$ cat src/rtl/ctr_pkg.sv
package ctr_pkg;

    typedef enum logic [1:0] {
        PH_IDLE = 2'd0,
        PH_WAIT = 2'd1,
        PH_RUN  = 2'd2
    } phase_e;

    function automatic int unsigned dly_width(input int unsigned cycles);
        return (cycles < 1) ? 1 : $clog2(cycles + 1);
    endfunction

endpackage

$ cat src/rtl/ctr_edge_detect.sv
module ctr_edge_detect (
    input  logic clk_i,
    input  logic rst_i,
    input  logic start_i,
    output logic rise_o
);

    logic start_d, start_q;

    always_comb begin
        start_d = start_i;
        rise_o  = start_i & ~start_q;
    end

    always_ff @(posedge clk_i) begin
        if (rst_i) start_q <= 1'b0;
        else       start_q <= start_d;
    end

endmodule

$ cat src/rtl/ctr_start_delay.sv
module ctr_start_delay
    import ctr_pkg::*;
#(
    parameter int unsigned DELAY_CYC = 2
) (
    input  logic clk_i,
    input  logic rst_i,
    input  logic start_i,
    input  logic rise_i,
    output logic step_o
);

    localparam int unsigned DLY_W = dly_width(DELAY_CYC);

    typedef struct packed {
        phase_e           ph;
        logic [DLY_W-1:0] dly;
    } dly_state_t;

    dly_state_t st_d, st_q;

    generate
        if (DELAY_CYC == 0) begin : g_nowait
            always_comb begin
                st_d = st_q;
                if (rise_i) begin
                    st_d.ph  = PH_RUN;
                    st_d.dly = '0;
                end else if (!start_i) begin
                    st_d.ph  = PH_IDLE;
                    st_d.dly = '0;
                end
            end
        end else begin : g_wait
            always_comb begin
                st_d = st_q;
                if (rise_i) begin
                    st_d.ph  = PH_WAIT;
                    st_d.dly = DLY_W'(DELAY_CYC);
                end else if (!start_i) begin
                    st_d.ph  = PH_IDLE;
                    st_d.dly = '0;
                end else if (st_q.ph == PH_WAIT) begin
                    if (st_q.dly == DLY_W'(1)) begin
                        st_d.ph  = PH_RUN;
                        st_d.dly = '0;
                    end else begin
                        st_d.dly = st_q.dly - DLY_W'(1);
                    end
                end
            end
        end
    endgenerate

    always_comb step_o = (st_q.ph == PH_RUN) && start_i && !rise_i;

    always_ff @(posedge clk_i) begin
        if (rst_i) begin
            st_q.ph  <= PH_IDLE;
            st_q.dly <= '0;
        end else begin
            st_q <= st_d;
        end
    end

endmodule

$ cat src/rtl/ctr_wrap_core.sv
module ctr_wrap_core #(
    parameter int unsigned CNT_W = 16
) (
    input  logic             clk_i,
    input  logic             rst_i,
    input  logic             rise_i,
    input  logic             step_i,
    input  logic [CNT_W-1:0] limit_i,
    output logic [CNT_W-1:0] count_o,
    output logic [CNT_W-1:0] lim_o,
    output logic             ovf_o
);

    typedef struct packed {
        logic [CNT_W-1:0] cnt;
        logic [CNT_W-1:0] lim;
        logic             ovf;
    } core_state_t;

    core_state_t st_d, st_q;
    logic [CNT_W:0] inc_w;

    always_comb begin
        st_d  = st_q;
        inc_w = {1'b0, st_q.cnt} + {{CNT_W{1'b0}}, 1'b1};
        if (rise_i) begin
            st_d.cnt = '0;
            st_d.lim = limit_i;
        end else if (step_i) begin
            if (st_q.lim == '0) begin
                st_d.cnt = '0;
            end else if (inc_w >= {1'b0, st_q.lim}) begin
                st_d.cnt = '0;
                st_d.ovf = ~st_q.ovf;
            end else begin
                st_d.cnt = inc_w[CNT_W-1:0];
            end
        end
    end

    always_ff @(posedge clk_i) begin
        if (rst_i) begin
            st_q.cnt <= '0;
            st_q.lim <= '0;
            st_q.ovf <= 1'b0;
        end else begin
            st_q <= st_d;
        end
    end

    assign count_o = st_q.cnt;
    assign lim_o   = st_q.lim;
    assign ovf_o   = st_q.ovf;

endmodule

$ cat src/rtl/ctr_delayed_wrap.sv
module ctr_delayed_wrap #(
    parameter int unsigned CNT_W     = 16,
    parameter int unsigned DELAY_CYC = 2
) (
    input  logic             clk_i,
    input  logic             rst_i,
    input  logic             start_i,
    input  logic [CNT_W-1:0] limit_i,
    output logic [CNT_W-1:0] count_o,
    output logic             ovf_o
);

    logic             rise_w;
    logic             step_w;
    logic [CNT_W-1:0] lim_w;

    ctr_edge_detect i_edge (
        .clk_i   (clk_i),
        .rst_i   (rst_i),
        .start_i (start_i),
        .rise_o  (rise_w)
    );

    ctr_start_delay #(.DELAY_CYC(DELAY_CYC)) i_delay (
        .clk_i   (clk_i),
        .rst_i   (rst_i),
        .start_i (start_i),
        .rise_i  (rise_w),
        .step_o  (step_w)
    );

    ctr_wrap_core #(.CNT_W(CNT_W)) i_core (
        .clk_i   (clk_i),
        .rst_i   (rst_i),
        .rise_i  (rise_w),
        .step_i  (step_w),
        .limit_i (limit_i),
        .count_o (count_o),
        .lim_o   (lim_w),
        .ovf_o   (ovf_o)
    );

endmodule

$ cat config.mk
export PLATFORM = sky130hd
export DESIGN_NAME = ctr_delayed_wrap
export DESIGN_NICKNAME = d
export VERILOG_FILES = /design/src/rtl/ctr_pkg.sv /design/src/rtl/ctr_edge_detect.sv /design/src/rtl/ctr_start_delay.sv /design/src/rtl/ctr_wrap_core.sv /design/src/rtl/ctr_delayed_wrap.sv
export SDC_FILE = /design/constraint.sdc
export NUM_CORES = 1
export LEC_CHECK = 0
export CAP_MARGIN = 20
export CORE_AREA = 2 2 68 70
export DETAILED_ROUTE_END_ITERATION = 8
export DIE_AREA = 0 0 70 72
export DONT_BUFFER_PORTS = 1
export PLACE_DENSITY = 0.66
export SLEW_MARGIN = 20
export SYNTH_ARGS = -nofsm -noshare
export SYNTH_HDL_FRONTEND = slang
export SYNTH_SLANG_ARGS = --single-unit
$ cat constraint.sdc
create_clock -name clk_i -period 2.57 [get_ports clk_i]
set_clock_uncertainty 0.15 [all_clocks]
set_input_delay 0.3855 -clock clk_i [delete_from_list [all_inputs] [get_ports clk_i]]
set_output_delay 0.3855 -clock clk_i [all_outputs]
set_load 0.03 [all_outputs]
Word-level counts from Yosys, hierarchy flattened
Cells that the tools add are included.
{"block": "word_totals", "reg_bits": 38, "input_bits": 19, "wordCells": 38, "out_inout_bits": 17}
{"block": "classes", "bitwise": 6, "n_reduce_logical": 9, "eq_ne": 5, "order_cmp": 1, "n_addsub": 2, "mux": 7}
{"cell": "two-way mux 16 bit", "n": 2}
{"cell": "adder 16 x 1 -> 17 bit, second input constant", "n": 1}
{"cell": ">= comparator 17 x 16 -> 1 bit", "n": 1}
{"cell": "logical NOT 16 bit", "n": 1}
{"cell": "two-way mux 3 bit", "n": 3}
{"cell": "inequality test 3 x 1 -> 1 bit, second input constant", "n": 2}
{"cell": "NOT 1 bit", "n": 5}
{"cell": "== test 2 x 1 -> 1 bit, second input constant", "n": 2}
{"cell": "AND reduction 2 bit", "n": 2}
{"cell": "AND reduction 4 bit", "n": 1}
{"cell": "OR reduction 3 bit", "n": 1}
{"cell": "== test 2 bit, second input constant", "n": 1}
{"cell": "logical AND 1 bit", "n": 2}
{"cell": "two-way mux 2 bit", "n": 1}
{"cell": "OR reduction 2 bit", "n": 1}
{"cell": "subtractor 2 x 1 -> 2 bit, second input constant", "n": 1}
{"cell": "AND 1 bit", "n": 1}
{"cell": "logical NOT 1 bit", "n": 1}
{"cell": "two-way mux 1 bit", "n": 1}

Depth between registers and ports, before layout
Gate-level depths: netlist (run 1).
{"block": "depth", "ltp_word": 5, "mapped_depth": 15, "mapped_depth_nobuf": 13}

Cells and area by module
Synthesis (run 1) repeated with hierarchy kept, for this count alone.
{"block": "unflattened", "cells_unflattened": 233, "hier_area_um2": 2084.5}
{"mod": "ctr_wrap_core", "instances": 1, "area_per_inst_um2": 1849.3, "cells_each": 210, "seq_area_each_um2": 660.6}
{"mod": "ctr_start_delay", "instances": 1, "area_per_inst_um2": 187.7, "cells_each": 20, "seq_area_each_um2": 80.1}
{"mod": "ctr_edge_detect", "instances": 1, "area_per_inst_um2": 47.5, "cells_each": 3, "seq_area_each_um2": 20.0}

Least setup slack after synthesis (run 1)
OpenSTA, ideal clock, no wires.
{"block": "synth_timing", "kind": "register to register", "from": "reg i_core.st_q, in the netlist i_core.count_o[0]", "to": "reg i_core.st_q, in the netlist i_core.count_o[11]", "t_arrival_ns": 2.833, "setup_ns": 0.117, "stages_incl_launch_ff": 14, "setup_slack_ns": -0.530, "period_less_slack_ns": 3.100, "t_required_ns": 2.303, "path_buffers": 1, "cell_sequence": "dfxtp_1 > ha_1 > nand3_1 > nor3_4 > nand3_1 > xnor2_1 > ha_1 > nand2_1 > o21a_1 > o21a_1 > and4_1 > buf_6 > a21o_1 > a22o_1"}
{"block": "synth_via", "elab_chain_len": 4}
{"element": "start: declaration", "line": "ctr_wrap_core.sv:20", "source": "core_state_t st_d, st_q;"}
{"element": "start signal: assignment", "line": "ctr_wrap_core.sv:47", "source": "st_q <= st_d;"}
{"element": "adder 16 x 1 -> 17 bit (*)", "line": "ctr_wrap_core.sv:25", "source": "inc_w = {1'b0, st_q.cnt} + {{CNT_W{1'b0}}, 1'b1};"}
{"element": ">= comparator 17 x 16 -> 1 bit", "line": "ctr_wrap_core.sv:32", "source": "end else if (inc_w >= {1'b0, st_q.lim}) begin"}
{"element": "two-way mux 16 bit (*)", "line": "ctr_wrap_core.sv:32"}
{"element": "two-way mux 16 bit (*)", "line": "ctr_wrap_core.sv:30", "source": "if (st_q.lim == '0) begin"}
Every way passes the cells marked *; elsewhere a longest branch is shown, timed or not.
A chain may end at the register's enable or synchronous reset.

Final worst setup path (run 1)
{"block": "layout_timing", "from": "reg i_core.st_q, in the netlist i_core.count_o[5]", "to": "reg i_core.st_q, in the netlist i_core.count_o[11]"}
The elaborated chain is that of the path after synthesis.

==> results of run 1 <==
-- metrics by stage --
stage	cells	total power (uW)	hold slack (ps)
floorplan	255	692	299
global placement	333	707	306
detailed placement	333	709	308
CTS	346	1150	59.4
global route	347	1190	63.0
finish	347	1140	69.2
-- per-layer routing --
metal / vias to the layer above / share of wire / global-route usage
li1: 967 / - / -
met1: 870 / 0.46 / 0.243
met2: 43 / 0.47 / 0.331
met3: 9 / 0.047 / 0.0556
met4: 0 / 0.020 / 0.0598
met5: - / 0 / 0
-- cell type report --
class	instances	area [um^2]
clock inverter	2	11.3
clock buffer	6	82.6
sequential	38	791
tap	52	65.1
timing repair buffer	41	325
fill	372	1610
multi-input combinational	187	1300
inverter	21	78.8
-- flip-flops by register name (all words and copies together), names as in the netlist --
register and flops:
i_edge.start_q 1, i_core.lim_o 16, i_core.count_o 16, i_core.ovf_o 1, i_delay.st_q 4
-- layout by cell type, fill, tap and decap left out, drive strengths merged, types with 9 or more instances in the layout --
master / instances
o21ai: 9
dfxtp: 38
inv: 22
xnor2: 9
a21oi: 24
a22o: 11
nand3: 10
nand2: 47
buf: 40
ha: 18
-- kinds of logic (layout without fill, tap and decap cells) --
family                     Yosys count  count (layout)  synth area share
adders and majority gates           18              18             0.108
and+or+nand+nor                    100             100             0.240
muxes                                1               1           0.00542
AOI/OAI and AO/OA                   58              58             0.176
buffers and inverters               30              70            0.0614
xor gates and xnor gates            10              10            0.0421
DFF                                 38              38             0.366
-- power breakdown --
part           internal (uW)  switching, uW
Clock                    216            216
Sequential               598           13.2
Combinational           40.1           58.2
Total                    854            287
-- worst max path at each step --
stage | slack [ps] | cells past startpoint | startpoint | to
3_3_place_gp | -300 | 13 | i_core.count_o[5] | i_core.count_o[8]
5_1_grt | -410 | 13 | i_core.count_o[5] | i_core.count_o[8]
3_5_place_dp | -290 | 13 | i_core.count_o[5] | i_core.count_o[8]
2_1_floorplan | -180 | 13 | i_core.count_o[3] | i_core.count_o[8]
4_1_cts | -180 | 13 | i_core.count_o[5] | i_core.count_o[11]
6_report | -290 | 13 | i_core.count_o[5] | i_core.count_o[11]
-- repair_timing --
action                                  CTS  global route
hold endpoints to repair                 17             0
endpoints found under the setup margin   17            17
hold buffers                              1             0
gates resized for setup                  16            10
pin swaps                                 8             1
buffers inserted                          3             1
cloned                                    1             0
==> flow_summary.ini, run 1 <==
[min_path]
hp-start = limit_i[15]
min_to = i_core.lim_o[15]
hp-class = in2reg
whs_path_depth = 2

[global_route]
grt_pass1_vias = 1822
grt.total_usage = 0.195
grt_pass1_wl_mm = 7.93
antenna_found_initial = 0
grt_start_max_net_pins = 18
gr-total-overflow = 0

[placed_design]
pre_cts_ws_ps = -292
place_area_mm2 = 0.00240
place_congestion = 0.804
io_buffers = 0
dp_hpwl_mm = 3.49

[setup_path]
critical_path.max_stage_delay_ps = 360
cp_cell_sequence = and4_4, nand4_1, nor2_2, nand2_1, xnor2_1, ha_1, nand2_1, o21a_1, o21a_1, and4_4, buf_6, a21o_1, a22o_1
crit_buf_inv = 1
worst_ep_required_time_ps = 2610
path_max_fanout = 6
worstReg2RegStart = i_core.count_o[5]
reg2regPathDepth = 13
cpLargestDelayFamily = simple AND/OR/NAND/NOR gates
end_kind = register
critical_path_class = reg2reg
start_kind = register
critPathSlowestCell = dfxtp_4
worstPathArrival_ps = 2900
r2r-end = i_core.count_o[11]
r2r_slack_ps = -290

[die]
ioPinCount = 36
core_region_area_mm2 = 0.00426
core.rowCount = 24
start_util = 0.487
die_height_um = 72
fp.dieW_um = 70
fp.dieArea_mm2 = 0.00504

[clock_network]
cts_buffers = 5
clk_latency_ps = 290
cts-root-buf = clkbuf_8
clockBufferDepth = 2
tritoncts = done
path_clk_slew_ps = 80
cts-htree-levels = 2
cts_num_sinks = 38

[sta]
tightest_slew_ps = 575
slew_headroom = 0.615
fin_tns_setup_ps = -3150
min_period_over_period = 1.11
setup_viol = 17
fin_crit_ps = 2860
worst_slack_ps = -292
rsz0062_at_grt = yes
hold_viol = 0
slew_viol_final = 0
max_freq_mhz = 349

[routing]
wl_per_cell_um = 14.0
drtPass1Iterations = 4
vias_per_cell = 5.44
vias = 1889
first_iter_violations = 78
ant_nets = 0
routed_wl_mm = 4.85
drc_errors = 0

[synth]
yosysTopAreaCell = dfxtp_1
synth_most_common_cell = nand2_1
synth_area_per_cell_um2 = 8.15
synth.area.top_cells = dfxtp_1 (37%), ha_1 (11%), nand2_1 (8.5%), a21oi_1 (5.8%), a22o_1 (4.6%)
synth_common_cells = nand2_1 (47), dfxtp_1 (38), a21oi_1 (24)
async_reset_ff_frac = 0
synth-edff-count = 0
synth_area_mm2 = 0.00208
syn-instance-count = 255
synth_top_area_share = 0.366
syn_nets = 292
synth_cell_types = 33
synth_seq_cells = 38
ys_warn_count = 0
synthFlopType = dfxtp_1
ys_seq_area_frac = 0.366

[cells_and_area]
final_area_mm2 = 0.00266
antenna_cells = 0
drive_above_1_share = 0.285
nets = 331
final_core_util = 0.623
area_delta_synth_final_pct = 27.8

[pwr]
ir_drop_mv = 0.316
p_leak_uw = 0.00119
powerDensity_mw_per_mm2 = 430

[run_status]
violations = negative setup slack
status = finished, violations left

[flow_run]
drv_cap = 0
Power figures use the tool's default switching activity.
==> run 2, diff against run 1 <==
==> constraint.sdc (replaced) <==
create_clock -name clk_i -period 2.57 [get_ports clk_i]
set_clock_uncertainty 0.15 [all_clocks]
set_input_delay 0.514 -clock clk_i [delete_from_list [all_inputs] [get_ports clk_i]]
set_output_delay 0.514 -clock clk_i [all_outputs]
set_load 0.03 [all_outputs]
==> run 2 against run 1 <==
The flow still finishes with violations (negative setup slack). Sequential cell count stayed put. Core utilization is 0.23 points lower. Register-to-register slack better by 20 ps. Clock power hardly changed. Worst setup slack better by 16 ps. Largest power group unchanged. Highest routed layer unchanged.
==> flow_summary.ini, run 2 (synthesis results as in run 1) <==
[setup_path]
critical_path_class = reg2reg
critical_path.max_stage_delay_ps = 360
crit_buf_inv = 1
worst_ep_required_time_ps = 2610
worstReg2RegStart = i_core.count_o[5]
cp_cell_sequence = and4_4, nand4_1, nor2_2, nand2_1, xnor2_1, ha_1, nand2_1, o21a_1, o21a_1, and4_4, buf_6, a21o_1, a22o_1
start_kind = register
critPathSlowestCell = dfxtp_4
r2r_slack_ps = -280
cpLargestDelayFamily = simple AND/OR/NAND/NOR gates
cp-startpoint = i_core.count_o[5]
worstPathArrival_ps = 2890
end_kind = register
path_max_fanout = 6

[global_route]
grt_pass1_wl_mm = 7.90
gr-total-overflow = 0
grt_start_max_net_pins = 21
grt_pass1_vias = 1816
antenna_found_initial = 0
grt.total_usage = 0.194

[clock_network]
path_clk_slew_ps = 80
tritoncts = done
cts-root-buf = clkbuf_8
clk_latency_ps = 290
cts_buffers = 5
clockBufferDepth = 2
cts_num_sinks = 38
cts-htree-levels = 2

[sta]
fin_crit_ps = 2850
worst_slack_ps = -276
hold_viol = 0
slew_headroom = 0.617
rsz0062_at_grt = yes
max_freq_mhz = 351
fin_tns_setup_ps = -2950
holdWs_ps = 125
setup_viol = 17
tightest_slew_ps = 575
min_period_over_period = 1.11
slew_viol_final = 0

[die]
fp.dieW_um = 70
core.rowCount = 24
start_util = 0.487
ioPinCount = 36
fp.dieArea_mm2 = 0.00504
die_height_um = 72
core_region_area_mm2 = 0.00426

[pwr]
powerDensity_mw_per_mm2 = 430
p_leak_uw = 0.00118
finalPower_uw = 1140
ir_drop_mv = 0.315

[placed_design]
io_buffers = 0
dp_hpwl_mm = 3.49
place_congestion = 0.804
pre_cts_ws_ps = -292

[run_status]
status = finished, violations left
violations = negative setup slack

[routing]
routed_wl_mm = 4.85
drc_errors = 0
drtPass1Iterations = 5
vias = 1881
ant_nets = 0
wl_per_cell_um = 14.0
first_iter_violations = 88
vias_per_cell = 5.44

[cells_and_area]
nFillCells = 373
layout_common_cells = nand2_1 (46), buf_4 (36), dfxtp_1 (28), a21oi_1 (23), inv_1 (21)
area_delta_synth_final_pct = 27.3
nets = 330
drive_above_1_share = 0.286
layout_commonest_cell = nand2_1
antenna_cells = 0

[min_path]
hp-start = rst_i
hp-class = in2reg

[flow_run]
drv_cap = 0
-- run 2: cell types whose count changed in the layout (fill, tap and decap cells not counted) --
cell / previous run / this run
dlygate4sd3_1: 1 / 0
-- run 2: metal layers --
| metal | vias up | global-route usage | wire length (um) |
|---|---|---|---|
| li1 | 966 | - | - |
| met1 | 864 | 0.243 | 2220 |
| met2 | 42 | 0.329 | 2310 |
| met3 | 9 | 0.0514 | 232 |
| met4 | 0 | 0.0598 | 97 |
| met5 | - | 0 | 0 |
-- run 2: what timing repair did --
item                       in CTS  in global routing
pin swaps                       8                  1
resized for setup              16                 10
setup buffers                   3                  1
setup endpoints to repair      17                 17
hold buffers                    0                  0
cloned                          1                  0
-- run 2: worst paths after layout --
kind                                      endpoint  cells after the start
worst max-delay path            i_core.count_o[11]                     13
worst min register to register     i_core.lim_o[1]                      2
worst max register to register  i_core.count_o[11]                     13
worst min-delay path              i_core.lim_o[15]                      1
-- run 2: power breakdown --
group          internal (uW)  switching [uW]
Combinational           39.1            54.5
Sequential               598            13.3
Clock                    216             217
-- run 2: worst reg2reg max path, delay by kind of cell (launching register included) --
| family | cells | cell delay [ps] |
|---|---|---|
| simple gates | 6 | 970 |
| xor+xnor | 1 | 160 |
| buf+inv | 1 | 130 |
| compound gates | 4 | 690 |
| fa+ha+maj | 1 | 300 |
| flops | 1 | 360 |
-- run 2: per-stage QoR --
step	std cells	instance area, um^2	utilization
2_1_floorplan	255	2120	-
3_3_place_gp	333	2400	0.563
3_5_place_dp	333	2400	0.563
4_1_cts	345	2590	0.607
5_1_grt	346	2650	0.621
6_report	346	2650	0.621
-- run 2: cell type report --
type / instances / area (um^2) / share of cell area
well taps: 52 / 65.1 / 0.0246
multi-input cells: 187 / 1300 / 0.492
inverters: 21 / 78.8 / 0.0298
clock inverters: 2 / 11.3 / 0.00426
repair buffers: 40 / 315 / 0.119
flip-flops and latches: 38 / 791 / 0.299
clock buffers: 6 / 82.6 / 0.0312
